--- src/rtl/dskip_pkg.sv ---
package dskip_pkg;

    parameter int ADDR_W = 10;
    parameter int N_ENT  = 4;
    parameter int IDX_W  = $clog2(N_ENT);

    typedef enum logic {
        KIND_ROW = 1'b0,
        KIND_COL = 1'b1
    } kind_e;

    typedef struct packed {
        logic              valid;
        kind_e             kind;
        logic [ADDR_W-1:0] addr;
    } entry_t;

    typedef enum logic {
        ST_IDLE = 1'b0,
        ST_SCAN = 1'b1
    } seq_state_e;

    function automatic entry_t make_entry(input logic v, input logic is_col,
                                          input logic [ADDR_W-1:0] a);
        entry_t e;
        e.valid = v;
        e.kind  = is_col ? KIND_COL : KIND_ROW;
        e.addr  = a;
        return e;
    endfunction

    function automatic logic entry_hits(input entry_t e, input kind_e k,
                                        input logic [ADDR_W-1:0] a);
        return e.valid && (e.kind == k) && (e.addr == a);
    endfunction

endpackage

--- src/rtl/dskip_table.sv ---
module dskip_table
    import dskip_pkg::*;
(
    input  logic                   clk,
    input  logic                   rst,
    input  logic                   wr_en,
    input  logic [IDX_W-1:0]       wr_idx,
    input  entry_t                 wr_data,
    output entry_t [N_ENT-1:0]     ents
);

    entry_t [N_ENT-1:0] ents_q;

    for (genvar i = 0; i < N_ENT; i++) begin : g_ent
        always_ff @(posedge clk) begin
            if (rst) begin
                ents_q[i] <= '0;
            end else if (wr_en && (wr_idx == IDX_W'(i))) begin
                ents_q[i] <= wr_data;
            end
        end
    end

    assign ents = ents_q;

endmodule

--- src/rtl/dskip_match.sv ---
module dskip_match
    import dskip_pkg::*;
#(
    parameter kind_e KIND = KIND_ROW
) (
    input  entry_t [N_ENT-1:0]     ents,
    input  logic [ADDR_W-1:0]      addr,
    output logic                   hit
);

    logic [N_ENT-1:0] hit_vec;

    for (genvar i = 0; i < N_ENT; i++) begin : g_cmp
        assign hit_vec[i] = entry_hits(ents[i], KIND, addr);
    end

    assign hit = |hit_vec;

endmodule

--- src/rtl/dskip_ctrl.sv ---
module dskip_ctrl
    import dskip_pkg::*;
#(
    parameter int ROWS = 1024,
    parameter int COLS = 1024
) (
    input  logic              clk,
    input  logic              rst,
    input  logic              start,
    input  logic              row_hit,
    input  logic              col_hit,
    output logic              busy,
    output logic [ADDR_W-1:0] row_q,
    output logic [ADDR_W-1:0] col_q,
    output logic              pix_valid,
    output logic              frame_done
);

    localparam logic [ADDR_W-1:0] LAST_ROW = ADDR_W'(ROWS - 1);
    localparam logic [ADDR_W-1:0] LAST_COL = ADDR_W'(COLS - 1);

    seq_state_e state_q;
    logic       done_q;
    logic       row_end;

    assign row_end = row_hit || (col_q == LAST_COL);

    always_ff @(posedge clk) begin
        if (rst) begin
            state_q <= ST_IDLE;
            row_q   <= '0;
            col_q   <= '0;
            done_q  <= 1'b0;
        end else begin
            done_q <= 1'b0;
            case (state_q)
                ST_IDLE: begin
                    if (start) begin
                        state_q <= ST_SCAN;
                        row_q   <= '0;
                        col_q   <= '0;
                    end
                end
                ST_SCAN: begin
                    if (row_end) begin
                        col_q <= '0;
                        if (row_q == LAST_ROW) begin
                            state_q <= ST_IDLE;
                            row_q   <= '0;
                            done_q  <= 1'b1;
                        end else begin
                            row_q <= row_q + 1'b1;
                        end
                    end else begin
                        col_q <= col_q + 1'b1;
                    end
                end
                default: state_q <= ST_IDLE;
            endcase
        end
    end

    assign busy       = (state_q == ST_SCAN);
    assign pix_valid  = busy && !row_hit && !col_hit;
    assign frame_done = done_q;

endmodule

--- src/rtl/dskip_seq.sv ---
module dskip_seq
    import dskip_pkg::*;
#(
    parameter int ROWS = 1024,
    parameter int COLS = 1024
) (
    input  logic              clk,
    input  logic              rst,
    input  logic              start,
    input  logic              wr_en,
    input  logic [1:0]        wr_idx,
    input  logic              wr_valid,
    input  logic              wr_is_col,
    input  logic [9:0]        wr_addr,
    output logic              busy,
    output logic [9:0]        row_addr,
    output logic [9:0]        col_addr,
    output logic              pix_valid,
    output logic              frame_done
);

    entry_t [N_ENT-1:0] ents;
    logic               wr_take;
    logic               row_hit;
    logic               col_hit;

    assign wr_take = wr_en && !busy;

    dskip_table u_table (
        .clk     (clk),
        .rst     (rst),
        .wr_en   (wr_take),
        .wr_idx  (IDX_W'(wr_idx)),
        .wr_data (make_entry(wr_valid, wr_is_col, ADDR_W'(wr_addr))),
        .ents    (ents)
    );

    dskip_match #(.KIND(KIND_ROW)) u_row_match (
        .ents (ents),
        .addr (row_addr),
        .hit  (row_hit)
    );

    dskip_match #(.KIND(KIND_COL)) u_col_match (
        .ents (ents),
        .addr (col_addr),
        .hit  (col_hit)
    );

    dskip_ctrl #(.ROWS(ROWS), .COLS(COLS)) u_ctrl (
        .clk        (clk),
        .rst        (rst),
        .start      (start),
        .row_hit    (row_hit),
        .col_hit    (col_hit),
        .busy       (busy),
        .row_q      (row_addr),
        .col_q      (col_addr),
        .pix_valid  (pix_valid),
        .frame_done (frame_done)
    );

endmodule

--- config.mk ---
export PLATFORM = sky130hd
export DESIGN_NAME = dskip_seq
export DESIGN_NICKNAME = d
export VERILOG_FILES = /design/src/rtl/dskip_pkg.sv /design/src/rtl/dskip_table.sv /design/src/rtl/dskip_match.sv /design/src/rtl/dskip_ctrl.sv /design/src/rtl/dskip_seq.sv
export SDC_FILE = /design/constraint.sdc
export NUM_CORES = 1
export LEC_CHECK = 0
export BUFFER_PORTS_ARGS = -buffer_cell sky130_fd_sc_hd__buf_4
export CAP_MARGIN = 30
export CORE_MARGIN = 4
export CORE_UTILIZATION = 55
export DETAILED_ROUTE_END_ITERATION = 10
export PLACE_DENSITY = 0.86
export SLEW_MARGIN = 20
export SYNTH_ARGS = -nofsm -noshare
export SYNTH_HDL_FRONTEND = slang
export SYNTH_SLANG_ARGS = --single-unit
export TNS_END_PERCENT = 10
--- constraint.sdc ---
create_clock -name clk -period 4.4 [get_ports clk]
set_input_delay 0.22 -clock clk [delete_from_list [all_inputs] [get_ports clk]]
set_output_delay 0.22 -clock clk [all_outputs]
set_load 0.05 [all_outputs]
---- Word level (Yosys, flattened, before mapping) ----
Cells that the tools add are included.
operators by class
  add/sub/neg operators ................... 2
  mux-type cells .......................... 12
  bitwise operators ....................... 6
  $lt $le $gt $ge ......................... 0
  reductions and logical operators ........ 32
  multiply operators ...................... 0
  div/mod/pow operators ................... 0
  equal/unequal tests ..................... 15
  shifts and indexed selects .............. 0
operators by type and width
  operator                 number
  $eq A10 B10 Y1           8
  $mux W10                 4
  $pmux W10 S2             2
  $logic_and A1 B1 Y1      23
  $add A10 B1 Y10 const B  2
  $eq A10 B10 Y1 const B   2
  $reduce_or A4 Y1         2
  $not A1 Y1               6
  $mux W1                  5
  $eq A2 B2 Y1 const B     2
  $ne A2 B2 Y1 const B     2
  $logic_not A1 Y1         3
  $reduce_or A3 Y1         1
  $eq A2 B1 Y1 const B     1
  $logic_not A2 Y1         1
  $pmux W1 S2              1
  $reduce_and A2 Y1        1
  $logic_or A1 B1 Y1       1
storage, ports and cells
  memories kept ........................... 0
  input bits .............................. 18
  ROM bits ................................ 0
  word-level logic and storage cells ...... 83
  bits in latches ......................... 0
  flip-flop bits (word level) ............. 70
  output and inout bits ................... 23
  RAM bits ................................ 0

---- Longest topological paths before layout ----
  word-level depth ........................ 7
  gate-level depth with buffers ........... 9
  mapped depth without buffers ............ 7

---- Cells and area by module ----
Synthesis repeated with hierarchy kept, for this count alone.
second synthesis, totals
  cell total of the unflattened synthesis .. 426
  area total of the unflattened synthesis .. 4,066.4 sq um
modules (own cells, without submodules)
  module                     times used  cells an instance  area each (sq um)  sequential area each (sq um)
  dskip_table                1           172                1,918.1            960.9
  dskip_ctrl                 1           130                1,179.9            440.4
  dskip_match (u_row_match)  1           61                 478.0              0.0
  dskip_match (u_col_match)  1           62                 476.7              0.0
  dskip_seq                  1           1                  13.8               0.0

---- Worst setup path before layout ----
No wires, ideal clock.
  path type ............................... reg2out
  start ................................... register u_ctrl.row_q[0]
  end ..................................... output port pix_valid
  arrival time ............................ 2.948 ns
  required time ........................... 4.180 ns
  stages on the path, launching flop included .. 9
  buffers on the path ..................... 3
  slack ................................... 1.232 ns
  cell sequence ........................... dfxtp_1 > buf_4 > xor2_1 > nand4b_1 > nor4b_1 > or4_1 > buf_2 > buf_6 > nor3_1
between the ends
  longest elaborated chain between the ends .. 6
  elaborated cells on any way between the ends .. 12
  classes of those cells .................. eq/ne (4); reduce/logical (8)
ends and longest elaborated chain
  element                              RTL line           source
  from (decl)                          dskip_ctrl.sv:13   output logic [ADDR_W-1:0] row_q,
  from (signal assigned)               dskip_ctrl.sv:52   row_q <= row_q + 1'b1;
  $eq A10 B10 Y1                       dskip_pkg.sv:34    return e.valid && (e.kind == k) && (e.addr == a);
  $logic_and A1 B1 Y1                  dskip_pkg.sv:34
  $reduce_or A4 Y1 *                   dskip_match.sv:17  assign hit = |hit_vec;
  $logic_not A1 Y1 *                   dskip_ctrl.sv:64   assign pix_valid = busy && !row_hit && !col_hit;
  $logic_and A1 B1 Y1 * (2 in series)  dskip_ctrl.sv:64
  to (decl)                            dskip_seq.sv:18    output logic pix_valid,
Mark *: on every way between the ends. The rest lies on a longest branch, timed or not.

---- Worst setup path after layout ----
  start ................................... register u_ctrl.row_q[6]
  end ..................................... output port pix_valid
The elaborated chain is that of the path after synthesis.

==> run_summary.xml <==
<?xml version="1.0" encoding="UTF-8"?>
<metrics>
  <group name="detailed_routing">
    <metric name="drtIter0Drc" unit="">361</metric>
    <metric name="via_count" unit="">4010</metric>
    <metric name="route.final.wire_length" unit="um">12010</metric>
    <metric name="via_to_cell_ratio" unit="">6.246</metric>
    <metric name="detail_route.wl_per_cell" unit="um">18.71</metric>
    <metric name="route.antenna.remaining_nets" unit="">0</metric>
    <metric name="route.detailed.drc" unit="">0</metric>
    <metric name="first_pass_iteration_count_of_the_detailed_router" unit="">5</metric>
  </group>
  <group name="timing">
    <metric name="postLayoutSetupSlackWorst" unit="ns">1.330</metric>
    <metric name="period_utilization" unit="">0.6977</metric>
    <metric name="timing.final.max_slew_violations" unit="">0</metric>
    <metric name="timing.slew.headroom" unit="">0.5290</metric>
    <metric name="tightest_slew" unit="ns">0.7039</metric>
    <metric name="fmaxAchievable" unit="MHz">325.8</metric>
    <metric name="timing.clock.skew" unit="ns">0.01245</metric>
    <metric name="period_needed" unit="ns">3.070</metric>
    <metric name="timing.final.setup_violations" unit="">0</metric>
    <metric name="finalHoldViolations" unit="">0</metric>
    <metric name="setup_tns" unit="ns">0</metric>
    <metric name="rsz_0062_raised_after_global_routing" unit="">no</metric>
  </group>
  <group name="logic_synthesis">
    <metric name="ys.warnings.count" unit="">0</metric>
    <metric name="synthesis.area" unit="sq um">4100</metric>
    <metric name="synth.lib_cells_used.distinct" unit="">46</metric>
    <metric name="async_set_reset_flop_share_out_of_synthesis" unit="">0</metric>
    <metric name="synth_enable_flop_cells" unit="">0</metric>
    <metric name="leading_register_cell_type_out_of_synthesis" unit="">sky130_fd_sc_hd__dfxtp_1</metric>
    <metric name="syn_avg_cell_area" unit="sq um">7.780</metric>
    <metric name="synth.net_count" unit="">547</metric>
    <metric name="postSynthCellCount" unit="">527</metric>
    <metric name="register_area_share_after_synthesis" unit="">0.3418</metric>
    <metric name="ys_ff_latch" unit="">70</metric>
  </group>
  <group name="worst_setup_path">
    <metric name="timing.critical_path.fanout_max" unit="">18</metric>
    <metric name="worst_r2r_path_depth" unit="">7</metric>
    <metric name="worstPathRequired" unit="ns">4.18</metric>
    <metric name="regToRegStartpoint" unit="">u_ctrl.col_q[0]</metric>
    <metric name="setup.worst_path.start_class" unit="">flop</metric>
    <metric name="class_of_the_most_critical_setup_path" unit="">reg2out</metric>
    <metric name="cp_slowest_stage_delay" unit="ns">0.83</metric>
    <metric name="reg2reg_slack" unit="ns">1.60</metric>
    <metric name="worst_setup_path_startpoint" unit="">u_ctrl.row_q[6]</metric>
    <metric name="critical_path.endpoint_type" unit="">output port</metric>
    <metric name="setup.worst_path.end" unit="">pix_valid</metric>
    <metric name="critical-path-top-cell-by-count" unit="">sky130_fd_sc_hd__nor3_1</metric>
    <metric name="slowest_stage" unit="">sky130_fd_sc_hd__or4_1</metric>
    <metric name="worst_ep_arrival_time" unit="ns">2.85</metric>
    <metric name="timing.critical_path.cells" unit="">xnor2_1 -&gt; nand4_1 -&gt; nor3_1 -&gt; or4_1 -&gt; nor3_1 -&gt; buf_4</metric>
    <metric name="timing.rr.end" unit="">u_ctrl.row_q[3]</metric>
  </group>
  <group name="final_layout">
    <metric name="finalNonFillerCells" unit="">642</metric>
    <metric name="finish.utilization" unit="">0.6193</metric>
    <metric name="drive_gt1_frac" unit="">0.1234</metric>
    <metric name="final_nets" unit="">558</metric>
    <metric name="antenna_cells_inserted" unit="">0</metric>
    <metric name="fill_cells" unit="">647</metric>
    <metric name="area_growth" unit="%">9.551</metric>
    <metric name="postLayoutCellArea" unit="sq um">4492</metric>
  </group>
  <group name="grt">
    <metric name="largest_net_degree_at_the_start_of_global_routing" unit="">62</metric>
    <metric name="globalRoute.totalOverflow" unit="">0</metric>
    <metric name="first_pass_grt_wire_length" unit="um">18960</metric>
    <metric name="grt_pass1_vias" unit="">3678</metric>
    <metric name="antenna_violations_before_repair" unit="">0</metric>
    <metric name="gr-usage-all-layers" unit="">0.2790</metric>
  </group>
  <group name="run">
    <metric name="drv.max_cap_violation_count" unit="">0</metric>
  </group>
  <group name="clock_tree">
    <metric name="cts_tree" unit="">yes</metric>
    <metric name="worst_skew_pair.late_latency" unit="ns">0.36</metric>
    <metric name="cts_num_sinks" unit="">70</metric>
    <metric name="clock_tree.buffer_depth" unit="">2</metric>
    <metric name="cts_made_buffers" unit="">9</metric>
    <metric name="cts_root_buf" unit="">sky130_fd_sc_hd__clkbuf_8</metric>
    <metric name="post_cts_resized" unit="">0</metric>
    <metric name="cts-htree-levels" unit="">3</metric>
    <metric name="worst_setup_hold_path_clk_slew" unit="ns">0.08</metric>
    <metric name="cts.repair_timing.setup_buffer_count" unit="">0</metric>
    <metric name="cts.hold.buffers_added" unit="">0</metric>
  </group>
  <group name="power">
    <metric name="power.ir.vdd_worst" unit="mV">0.2318</metric>
    <metric name="power.leakage" unit="nW">1.560</metric>
    <metric name="cellPowerDensity" unit="nW/um^2">298.4</metric>
  </group>
  <group name="floorplan">
    <metric name="initial_utilization" unit="">0.5653</metric>
    <metric name="number_of_rows_in_the_core_area" unit="">31</metric>
    <metric name="dieWidth" unit="um">94.34</metric>
    <metric name="fp.coreArea" unit="sq um">7253</metric>
    <metric name="io_pins" unit="">41</metric>
    <metric name="die_area" unit="sq um">8900</metric>
    <metric name="floorplan.die.height" unit="um">94.34</metric>
  </group>
  <group name="status">
    <metric name="status" unit="">finished, final reports clean</metric>
  </group>
  <group name="min_path">
    <metric name="worst_min_delay_path_class" unit="">in2reg</metric>
    <metric name="worstHoldPathCells" unit="">3</metric>
    <metric name="hp-start" unit="">wr_addr[1]</metric>
  </group>
  <group name="placement">
    <metric name="last_weighted_congestion_value_of_the_routability_driven_placer" unit="">0.9926</metric>
    <metric name="numPlacedInstances" unit="">626</metric>
    <metric name="place.port_buffers" unit="">40</metric>
    <metric name="placed_area" unit="sq um">4302</metric>
    <metric name="place_worst_setup_slack" unit="ns">1.666</metric>
    <metric name="place.detailed.hpwl" unit="um">8828</metric>
  </group>
</metrics>
## area by class of cell
type	instances	area, sq um	area share
timing repair buffer	42	312.8	0.06964
sequential	70	1401	0.3120
multi-input combinational	407	2434	0.5418
inverter	8	30.03	0.006685
clock inverter	6	62.56	0.01393
tap	99	123.9	0.02758
clock buffer	10	127.6	0.02841
## where the power goes
part / internal (mW) / leakage (nW) / switching [mW]
Sequential: 0.647 / 0.567 / 0.0230
Clock: 0.261 / 0.100 / 0.261
Combinational: 0.0550 / 0.893 / 0.0932
Total: 0.963 / 1.56 / 0.377
## worst min path at each step
stage,to,slack (ns)
CTS,u_table.ents[37],0.14
global route,u_table.ents[37],0.14
global placement,u_table.ents[35],0.46
floorplan,u_table.ents[11],0.36
detailed placement,u_table.ents[35],0.47
finish,u_table.ents[25],0.15
## flip-flops by register name, indices dropped and copies added (netlist names)
signal	flops
u_table.ents	48
u_ctrl.row_q	10
u_ctrl.frame_done	1
u_ctrl.busy	1
u_ctrl.col_q	10
## worst max-delay path: cells and delay by family (launching register included)
family	cells	cell delay, ns
buffers and inverters	1	0.26
XOR/XNOR	1	0.20
flip-flops	1	0.69
AND/OR/NAND/NOR	4	1.34
## Yosys cell counts, types with 3 or more instances
cell type | n | area share
sky130_fd_sc_hd__a2111o_1 | 4 | 0.011
sky130_fd_sc_hd__a21oi_1 | 57 | 0.070
sky130_fd_sc_hd__a221oi_1 | 3 | 0.0064
sky130_fd_sc_hd__a22o_1 | 3 | 0.0064
sky130_fd_sc_hd__and3_1 | 5 | 0.0076
sky130_fd_sc_hd__buf_2 | 8 | 0.0098
sky130_fd_sc_hd__buf_4 | 8 | 0.015
sky130_fd_sc_hd__buf_6 | 5 | 0.014
sky130_fd_sc_hd__clkbuf_1 | 21 | 0.019
sky130_fd_sc_hd__dfxtp_1 | 70 | 0.34
sky130_fd_sc_hd__inv_1 | 8 | 0.0073
sky130_fd_sc_hd__nand2_1 | 122 | 0.11
sky130_fd_sc_hd__nand3_1 | 22 | 0.027
sky130_fd_sc_hd__nand4_1 | 25 | 0.038
sky130_fd_sc_hd__nor2_1 | 9 | 0.0082
sky130_fd_sc_hd__nor2b_1 | 6 | 0.0092
sky130_fd_sc_hd__nor3_1 | 11 | 0.013
sky130_fd_sc_hd__nor4_1 | 7 | 0.011
sky130_fd_sc_hd__o211ai_1 | 6 | 0.011
sky130_fd_sc_hd__o21ai_0 | 5 | 0.0061
sky130_fd_sc_hd__or2_2 | 4 | 0.0061
sky130_fd_sc_hd__or3_1 | 6 | 0.0092
sky130_fd_sc_hd__xnor2_1 | 72 | 0.15
sky130_fd_sc_hd__xor2_1 | 10 | 0.021
## metrics by stage
stage | total power, mW | hold WS (ns)
floorplan | 0.7806 | 0.3560
global placement | 0.8269 | 0.4630
detailed placement | 0.8305 | 0.4667
CTS | 1.339 | 0.1361
global route | 1.383 | 0.1411
finish | 1.340 | 0.1466
## kinds of logic after synthesis
| logic type | synth area share |
|---|---|
| AND/OR/NAND/NOR | 0.2621 |
| adder cells (fa/ha/maj) | 0.006102 |
| flip-flops | 0.3418 |
| AO/OA/AOI/OAI | 0.1501 |
| XOR/XNOR | 0.1752 |
| buffers and inverters | 0.06469 |
## routing by layer
layer  up-vias  track usage  wire, um
li1       1850            -         -
met1      1884       0.3505      4852
met2       227       0.4569      5628
met3        49      0.05578      1051
met4         0       0.1372       481
met5         -            0         0
## placed cells by master, fill, tap and decap left out, types with 2 or more instances in the layout
cell,instances
sky130_fd_sc_hd__nand2_1,122
sky130_fd_sc_hd__xnor2_1,72
sky130_fd_sc_hd__dfxtp_1,70
sky130_fd_sc_hd__a21oi_1,57
sky130_fd_sc_hd__buf_4,41
sky130_fd_sc_hd__nand4_1,25
sky130_fd_sc_hd__nand3_1,22
sky130_fd_sc_hd__nor3_1,11
sky130_fd_sc_hd__xor2_1,10
sky130_fd_sc_hd__nor2_1,9
sky130_fd_sc_hd__clkbuf_8,9
sky130_fd_sc_hd__inv_1,8
sky130_fd_sc_hd__nor4_1,7
sky130_fd_sc_hd__nor2b_1,6
sky130_fd_sc_hd__or3_1,6
sky130_fd_sc_hd__o211ai_1,6
sky130_fd_sc_hd__and3_1,5
sky130_fd_sc_hd__o21ai_0,5
sky130_fd_sc_hd__or2_2,4
sky130_fd_sc_hd__a2111o_1,4
sky130_fd_sc_hd__a22o_1,3
sky130_fd_sc_hd__a221oi_1,3
sky130_fd_sc_hd__clkinv_2,3
sky130_fd_sc_hd__nor4_2,2
sky130_fd_sc_hd__nand2b_1,2
sky130_fd_sc_hd__a311oi_1,2
sky130_fd_sc_hd__a211oi_1,2
sky130_fd_sc_hd__a31o_2,2
sky130_fd_sc_hd__a21o_1,2
sky130_fd_sc_hd__o41ai_1,2
sky130_fd_sc_hd__ha_1,2
sky130_fd_sc_hd__clkinv_4,2
No activity file was read; power rests on OpenSTA's default activity.
